<file path="src/rtl/i2c_host_regs.sv">
module i2c_host_regs #(
  parameter int AW = 3,
  parameter int DW = 8
) (
  input  logic          clk,
  input  logic          rst,
  input  logic          cs,
  input  logic          rd,
  input  logic          wr,
  input  logic [AW-1:0] addr,
  input  logic [DW-1:0] wdata,
  output logic [DW-1:0] rdata,
  input  logic          eng_busy,
  input  logic          eng_done,
  input  logic          eng_irq_set,
  input  logic          eng_arb_lost,
  input  logic          eng_rsta_done,
  input  logic          eng_rx_valid,
  input  logic [DW-1:0] eng_rx_data,
  input  logic          clr_irq,
  input  logic          clr_arb,
  output logic [DW-1:0] slave_addr,
  output logic [DW-1:0] ctrl,
  output logic [DW-1:0] data_out,
  output logic          ctrl_wr_stb,
  output logic          data_wr_stb,
  output logic          irq
);
  localparam logic [AW-1:0] OFS_SADR = AW'(0);
  localparam logic [AW-1:0] OFS_CTRL = AW'(1);
  localparam logic [AW-1:0] OFS_STAT = AW'(2);
  localparam logic [AW-1:0] OFS_DATA = AW'(3);
  localparam int BIT_RSTA = 2;
  localparam int BIT_MSTR = 5;
  localparam int BIT_IEN  = 6;
  localparam logic [1:0] COMMIT_AT = 2'd2;

  logic [1:0]    cs_cnt;
  logic          commit;
  logic [DW-1:0] sadr_q, ctrl_q, ctrl_d, data_q;
  logic          irq_q, arb_q, cstb_q, dstb_q;
  logic [DW-1:0] stat;

  assign commit = cs && wr && (cs_cnt == COMMIT_AT);
  assign stat   = {{(DW-4){1'b0}}, eng_done, eng_busy, arb_q, irq_q};

  always_comb begin
    ctrl_d = ctrl_q;
    if (commit && addr == OFS_CTRL) ctrl_d = wdata;
    if (eng_arb_lost)  ctrl_d[BIT_MSTR] = 1'b0;
    if (eng_rsta_done) ctrl_d[BIT_RSTA] = 1'b0;
  end

  always_ff @(posedge clk) begin
    if (rst) begin
      cs_cnt <= '0;
      sadr_q <= '0;
      ctrl_q <= '0;
      data_q <= '0;
      irq_q  <= 1'b0;
      arb_q  <= 1'b0;
      cstb_q <= 1'b0;
      dstb_q <= 1'b0;
    end else begin
      if (!cs) cs_cnt <= '0;
      else if (cs_cnt != 2'd3) cs_cnt <= cs_cnt + 2'd1;
      cstb_q <= commit && addr == OFS_CTRL;
      dstb_q <= commit && addr == OFS_DATA;
      if (commit && addr == OFS_SADR) sadr_q <= wdata;
      ctrl_q <= ctrl_d;
      if (eng_rx_valid) data_q <= eng_rx_data;
      else if (commit && addr == OFS_DATA) data_q <= wdata;
      if (eng_irq_set || eng_arb_lost) irq_q <= 1'b1;
      else if (clr_irq) irq_q <= 1'b0;
      if (eng_arb_lost) arb_q <= 1'b1;
      else if (clr_arb) arb_q <= 1'b0;
    end
  end

  always_comb begin
    rdata = '0;
    if (cs && rd) begin
      unique case (addr)
        OFS_SADR: rdata = sadr_q;
        OFS_CTRL: rdata = ctrl_q;
        OFS_STAT: rdata = stat;
        OFS_DATA: rdata = data_q;
        default:  rdata = '0;
      endcase
    end
  end

  assign slave_addr  = sadr_q;
  assign ctrl        = ctrl_q;
  assign data_out    = data_q;
  assign ctrl_wr_stb = cstb_q;
  assign data_wr_stb = dstb_q;
  assign irq         = irq_q & ctrl_q[BIT_IEN];
endmodule

</file>
<file path="config.mk">
export PLATFORM = sky130hd
export DESIGN_NAME = i2c_host_regs
export DESIGN_NICKNAME = d
export VERILOG_FILES = /design/src/rtl/i2c_host_regs.sv
export SDC_FILE = /design/constraint.sdc
export NUM_CORES = 1
export LEC_CHECK = 0
export ABC_AREA = 0
export BUFFER_PORTS_ARGS = -buffer_cell sky130_fd_sc_hd__clkbuf_2
export CAP_MARGIN = 5
export CORE_ASPECT_RATIO = 0.6
export CORE_MARGIN = 2
export CORE_UTILIZATION = 30
export CTS_CLUSTER_SIZE = 10
export DETAILED_ROUTE_END_ITERATION = 10
export SLEW_MARGIN = 10
export SYNTH_ARGS = -nofsm -noshare
export SYNTH_HDL_FRONTEND = slang
export SYNTH_SLANG_ARGS = --single-unit
</file>
<file path="constraint.sdc">
create_clock -name clk -period 3 [get_ports clk]
set_clock_uncertainty 0.05 [all_clocks]
set_input_delay 0.15 -clock clk [delete_from_list [all_inputs] [get_ports clk]]
set_output_delay 0.15 -clock clk [all_outputs]
set_load 0.1 [all_outputs]
</file>
==> results list, run 1 <==
- Worst path most repeated cell: clkbuf_2
- Summed over all cells, the static leakage comes to 0.913 nW.
* HP Class: in -> reg
- Number of enable flip-flop cells after synthesis: 0
* DIE AREA: 6090 um2
- The number of global-route vias before repair is 1457.
- Share of Yosys cell area claimed by the top area cell type: 36.6%
- The netlist uses 33 different library cells.
* Asr flop ratio synth: 0%
* Number of antenna-violating nets in the routed design: 0
- After clock tree synthesis, the clock-pin slew on the worst setup and hold paths is 60 ps.
- At the end of the flow, the number of nets in the layout was between 200 and 300.
* Post_cts resized: 0
- Avg Vias per Cell: 5.16
- Setup repair after global routing left no endpoint under its margin.
- Maximum single-stage delay on the critical path: 500 ps
* Total detailed-routing wirelength: about 4700 um
- STA classifies the critical path startpoint as a primary input.
* Number of endpoints failing setup at the final stage: 0
* Placeable Area: just over 5000 um2
- At the end of routability-driven placement, the weighted congestion stood at roughly 0.80.
* Global routing usage summed across all routing layers: 16.2%
* Aggregate negative setup slack: 0 ps
- The floorplan has 20 rows.
* Average routed wire per standard cell: 15.2 um
* Mapped Cells: approximately 180
- Worst Path Required: around 2800 ps
* Proportion of synthesized chip area in sequential cells: 36.6%
* Total overflow reported by the global router: 0
- For this design the top-level I/O count stands at 67.
- Antenna violations before repair: 0
* Cell taking the most area after synthesis: dfxtp_1
- The die is 61.3 um tall.
- The signal on the critical path passes through clkbuf_2, and2_1, nand2_1, a21oi_2, clkbuf_2.
- Worst hold margin: 17.6 ps
- Measured along the x axis, the die boundary spans 99.4 um.
* Mapped Area: 1640 um2
- Worst-skew pair later-pin latency: around 280 ps
- The flow ran to the end, and the final reports show no timing, DRC or antenna violations.
- Cell area power density: 435 nW/um2
- Number of register bits inferred by synthesis: 30
- The clock tree synthesis step divided the H-tree into 2 levels.
- For the pin with the worst max-slew slack, the measured transition is 677 ps.
- During placement, the flow inserted port buffers numbering 66.
- Worst endpoint data arrival time: 1810 ps
- Together, buffers and inverters on the worst path number 2.
- Highest achievable clock rate: about 500 MHz
- Worst Path Class, Setup: in -> out
- HPWL after detailed placement: 3520 um
* Most used flip-flop cell after synthesis: dfxtp_1
- Across the VDD grid, the largest voltage drop is between 150 and 200 uV.
- Entering global routing, the biggest net connects 38 pins.
* Slew margin rel.: 54.8%
- Sorting the synthesized cells by area gives the leading types as dfxtp_1 (37%), mux2i_1 (11%), nand2b_1 (7.6%), o21ai_0 (4.9%), a21oi_1 (4.0%).
* Type of destination of the critical path: primary output
* Inserted Clock Buffers: 5
- Synthesized netlist net count: 218
- CTS saw 30 sinks.
- The final route contains 1593 vias.
* Max-slew violation count: 0
- Among all stages on the critical path, the largest delay is contributed by and2_1.
- TritonCTS built the clock tree.
- The first global-routing pass estimated approximately 7400 um of wire.
- After detailed routing, the number of remaining DRC violations is 0.
- The first detailed-routing pass ran for 4 iterations.
- Cells with a size suffix above 1 make up 34.2% of the layout.
- Number of setup buffers added after CTS: 0
- The clock period could shrink to 2010 ps.
- The number of endpoints with negative hold slack in the final report was 0.
- Clock tree synthesis selected as its root buffer the cell clkbuf_8.
- The initial utilization of the core area, before any placement, comes to 31.8%.
- In this run the deepest clock path goes through 2 buffers.
- Family with the most delay on the worst path: buffers and inverters
* Final worst path period share: 67.0%
- The first routing iteration left 80 violations.
- Number of antenna diodes: 0
* Critical-path maximum fanout: 17
- Max-cap viol count: 0
- During synthesis, Yosys emitted a total of 0 warnings.
- Synthesized area per cell: roughly 8.9 um2
- Relative to the synthesized area, the layout overhead comes to 25.6%.
[stage by stage]
stage | util, % | instances | total power, W | area [um2] | setup slack [ps]
6_report | 40.0 | 309 | 0.000895 | 2060 | 991
5_1_grt | 40.0 | 309 | 0.000932 | 2060 | 908
4_1_cts | 40.0 | 309 | 0.000900 | 2060 | 1000
3_5_place_dp | 38.2 | 301 | 0.000596 | 1970 | 1010
3_3_place_gp | 38.2 | 301 | 0.000595 | 1970 | 1050
2_1_floorplan | - | 184 | 0.000551 | 1650 | 114
[per-layer routing]
layer	wire length, um	GRT usage [%]	vias to the layer above
met2	1810	21.7	77
met5	0	0	-
met1	2320	24.2	734
met4	48	5.28	0
met3	520	5.22	8
li1	-	-	774
[registers in the layout, indices dropped and copies added (netlist names)]
register     flops
data_wr_stb      1
slave_addr       8
cs_cnt           2
ctrl_wr_stb      1
data_out         8
irq_q            1
ctrl             8
arb_q            1
[synthesized netlist by cell type, types with 2 or more instances]
cell and count:
nand3_1 8, a221oi_1 6, nand2b_1 20, or2_0 2, dfxtp_1 30, buf_4 3, nor3_1 2, or2_1 3
inv_1 10, buf_2 2, and2_1 2, a211oi_1 2, clkbuf_1 6, buf_6 2, nor2_1 8, mux2i_1 18
a221oi_2 2, ha_1 2, a21oi_1 13, nand2_1 5, o21ai_0 16, a31oi_1 8, o22a_1 3, nor2b_1 2
[where the power goes]
group          switching (W)  internal [W]
Combinational       0.000123     0.0000477
Sequential        0.00000907      0.000409
Clock               0.000151      0.000155
Total               0.000283      0.000612
[area by class of cell]
cell class	count	area, um2
inverters	10	37.5
clock inverters	2	10.0
clock buffers	5	68.8
flip-flops and latches	30	601
well taps	66	82.6
multi-input cells	129	920
fillers	543	3100
repair buffers	67	340
[cells by family (layout without fill, tap and decap cells)]
family	after synthesis	after routing	share of synthesized area [%]
buf+inv	25	84	8.17
mux	19	19	12.4
simple gates	57	57	21.3
compound gates	50	50	19.5
fa+ha+maj	2	2	1.53
xor+xnor	1	1	0.534
flops	30	30	36.6
[cells in the final DEF (no fill, tap or decap), drive strengths merged, types with 2 or more instances in the layout]
cell type,n
a211oi,2
a21oi,13
a221oi,8
a31oi,8
and2,2
clkbuf,71
clkinv,2
dfxtp,30
ha,2
inv,10
mux2i,18
nand2,5
nand2b,20
nand3,8
nor2,8
nor2b,2
nor3,3
o21ai,16
o22a,3
or2,5
[path summary, 6_finish.rpt]
path | startpoint | to | slack, ps | cells after the start
worst max-delay path | addr[0] | rdata[7] | 990 | 5
worst min-delay path | eng_arb_lost | ctrl[5] | 20 | 2
worst max register to register | cs_cnt[0] | data_out[7] | 1160 | 5
worst min register to register | ctrl[3] | ctrl[3] | 440 | 2
[timing repair]
action	4_1_cts	5_1_grt
hold buffers	1	0
hold endpoints to repair	1	0
setup endpoints to repair	0	0
No activity file was read; power rests on OpenSTA's default activity.
==> run 2: changes to the inputs <==
==> constraint.sdc (replaced) <==
create_clock -name clk -period 2.1 [get_ports clk]
set_clock_uncertainty 0.05 [all_clocks]
set_input_delay 0.105 -clock clk [delete_from_list [all_inputs] [get_ports clk]]
set_output_delay 0.105 -clock clk [all_outputs]
set_load 0.1 [all_outputs]
==> run 2 against run 1 <==
Compared with the run above:
- design area up 11%
- combinational power grew 51%
- global-route usage is essentially flat
- via count decreased by 0.88%
- total power up 49%
- highest routed layer unchanged
- register-to-register slack got worse by 740 ps
- critical path depth unchanged
- flip-flop and latch count stayed put
- routed wire length rose by 3.0%
- first-iteration DRC count down 50%
- final cell count increased by 1.6%
==> results list, run 2 (synthesis gave the netlist of run 1 again) <==
- Aggregate negative setup slack: 0 ps (unchanged)
* Startpoint type of the worst setup path: flip-flop
- CTS H-tree depth: 2 (unchanged)
- Combinational Power Share: 19.4% (+0.3 points)
- Type of destination of the critical path: flip-flop
* Leakage power summed over all cells: 0.967 nW (+6.0%)
- HPWL after detailed placement: 3580 um (+1.6%)
- The count of input and output buffers is 66 (unchanged).
* HP Class: in -> reg
* Number of antenna-violating nets in the routed design: 0 (unchanged)
- The detailed-routing iteration count for the pre-antenna-repair pass is 4 (unchanged).
* Total overflow reported by the global router: 0 (unchanged)
- Slew at the pin closest to its max-slew limit: 683 ps (+5.70 ps)
- The overall routed net length is 4840 um (+3.0%).
* Number of filler cells placed in the layout: 508 (-6.4%)
- The count of inserted antenna diode cells was 0 (unchanged).
- The DRC marker count from the first detailed-route iteration came to 40 (-50%).
- The total chip power is 0.00134 W (+49%).
* Net count, final: 281 (+1.4%)
- The net switching power of the design came to 0.000412 W (+46%).
- Clk sink count: 30 (unchanged)
* Clock-pin slew on the worst setup and hold paths: 70 ps (about the same)
- The maximum number of pins on one net before global-route repair came to 38 (unchanged).
- Fraction of power spent switching nets: 30.8% (-0.79 points)
* Post-synthesis to final-layout area growth: 39.4%
* Power share of the sequential group: 44.7% (-2.1 points)
* Worst Path Class, Setup: reg -> reg
* Startpoint of the tightest hold check path: eng_rx_data[7]
- Placement Rows: 20 (unchanged)
- Initial core utilization: 31.8% (unchanged)
* Avg Vias per Cell: 5.03 (-2.5%)
* CP startpoint: cs_cnt[0]
* IO Count: 67 (unchanged)
- Most used cells in the layout excluding fill and tap cells: clkbuf_2 (58), dfxtp_1 (30), nand2b_1 (20)
- The number of antenna violations at the first check in global routing came to 0 (unchanged).
* Number of global-route vias before repair: 1483 (+1.8%)
* Number of endpoints failing setup at the final stage: 0 (unchanged)
- Highest achievable clock rate: 596 MHz
- Worst-skew pair later-pin latency: 280 ps (about the same)
* DIE AREA: 6090 um2 (unchanged)
- The flow ran to the end, and the final reports show no timing, DRC or antenna violations.
- The worst path uses 79.9% of the clock period.
* Total DRC errors in the routed layout: 0 (unchanged)
- Worst endpoint data arrival time: 1840 ps (+30 ps)
* Floorplan die height: 61.3 um (unchanged)
- Share of cells above drive strength 1: 36.3% (+2.1 points)
* Max-slew violation count: 0 (unchanged)
- Clock Tree Buf Depth: 2 (unchanged)
* Slew margin rel.: 54.5% (-0.38 points)
- Commonest non-fill, non-tap cell in the layout: clkbuf_2
* Fraction of power consumed by the clock network: 35.9% (+1.7 points)
- Clock tree from TritonCTS: done
* Routed vias: 1579 (-0.88%)
* Die width: 99.4 um (unchanged)
- Reg-to-Reg Start: cs_cnt[0]
- Post_cts resized: 0 (unchanged)
* Fraction of the core area covered by cells at the end of the flow: 44.3% (+4.4 points)
- The max-capacitance violation count is 0 (unchanged).
* Final critical path time including I/O delays and setup: 1680 ps
- Global routing usage summed across all routing layers: 16.2% (+0.037 points)
* Final hold violation count: 0 (unchanged)
- Cell area power density: 585 nW/um2 (+35%)
* Inserted Clock Buffers: 5 (unchanged)
* RePlAce Congestion: 0.771 (-3.0%)
- The internal power came to 0.000925 W (+51%).
- The required arrival time at the worst endpoint is 2260 ps (-540 ps).
- Average routed wire per standard cell: 15.4 um (+1.3%)
- Setup repair after global routing left no endpoint under its margin.
- Maximum vdd drop: 215 uV (+18%)
- The tree is rooted in a clkbuf_8.
- The biggest fanout along the worst timing path is 20 (+3).
- Placeable Area: 5150 um2 (unchanged)
- Wire length of the first global-routing pass: 7530 um (+1.3%)
-- run 2: cell types whose count changed in the layout (fill, tap and decap cells not counted) --
cell,previous run,this run
clkbuf_1,0,1
buf_4,0,3
nor2b_1,2,1
clkbuf_8,5,6
a21oi_4,0,4
nor2_1,8,5
clkinv_2,2,1
clkbuf_2,66,58
nor2b_4,0,1
nor2_4,0,3
dlygate4sd3_1,1,2
buf_12,0,8
a21oi_2,4,0
-- run 2: timing repair --
action / CTS / global route
hold endpoints to repair: 2 / 0
hold buffers: 2 / 0
setup buffers: 0 / 0
-- run 2: worst paths after layout --
path	endpoint	slack [ps]	cells after the start
setup reg to reg	slave_addr[6]	420	5
hold reg to reg	slave_addr[5]	440	2
hold / removal	data_out[7]	4	3
setup / recovery	slave_addr[6]	420	5
-- run 2: layout make-up --
class / instances / area, um2 / share of cell area (%)
clock buffers: 7 / 86.3 / 3.78
clock inverters: 1 / 5.00 / 0.219
inverters: 10 / 37.5 / 1.64
multi-input cells: 129 / 980 / 42.9
flip-flops and latches: 30 / 601 / 26.3
well taps: 66 / 82.6 / 3.61
repair buffers: 71 / 493 / 21.6
-- run 2: power groups by stage --
stage | clock network (W) | registers [W] | logic, W
floorplan | 0 | 0.000686 | 0.000107
global placement | 0 | 0.000610 | 0.000256
detailed placement | 0 | 0.000610 | 0.000256
CTS | 0.000486 | 0.000598 | 0.000260
global route | 0.000511 | 0.000599 | 0.000276
finish | 0.000480 | 0.000598 | 0.000259
-- run 2: worst max-delay path, cell delays in order (launching register included) --
cell and delay (ps):
dfxtp_1 330, inv_1 60, ha_1 200, nand4b_4 300, nor3_4 440, mux2i_1 230
-- run 2: routing by layer --
metal  GRT usage [%]  wire length, um
met4            5.28               31
met1            23.9             2540
met2            22.4             1870
met5               0                0
met3            5.11              401
-- run 2: stage by stage --
stage,hold WS (ps),cells,setup slack (ps),cell area (um2)
after CTS,9.80,314,413,2280
after floorplan,128,184,1.19,1710
after global placement,241,304,476,2170
after detailed placement,235,304,424,2170
final,4.08,314,422,2280
after global routing,18.9,314,315,2280
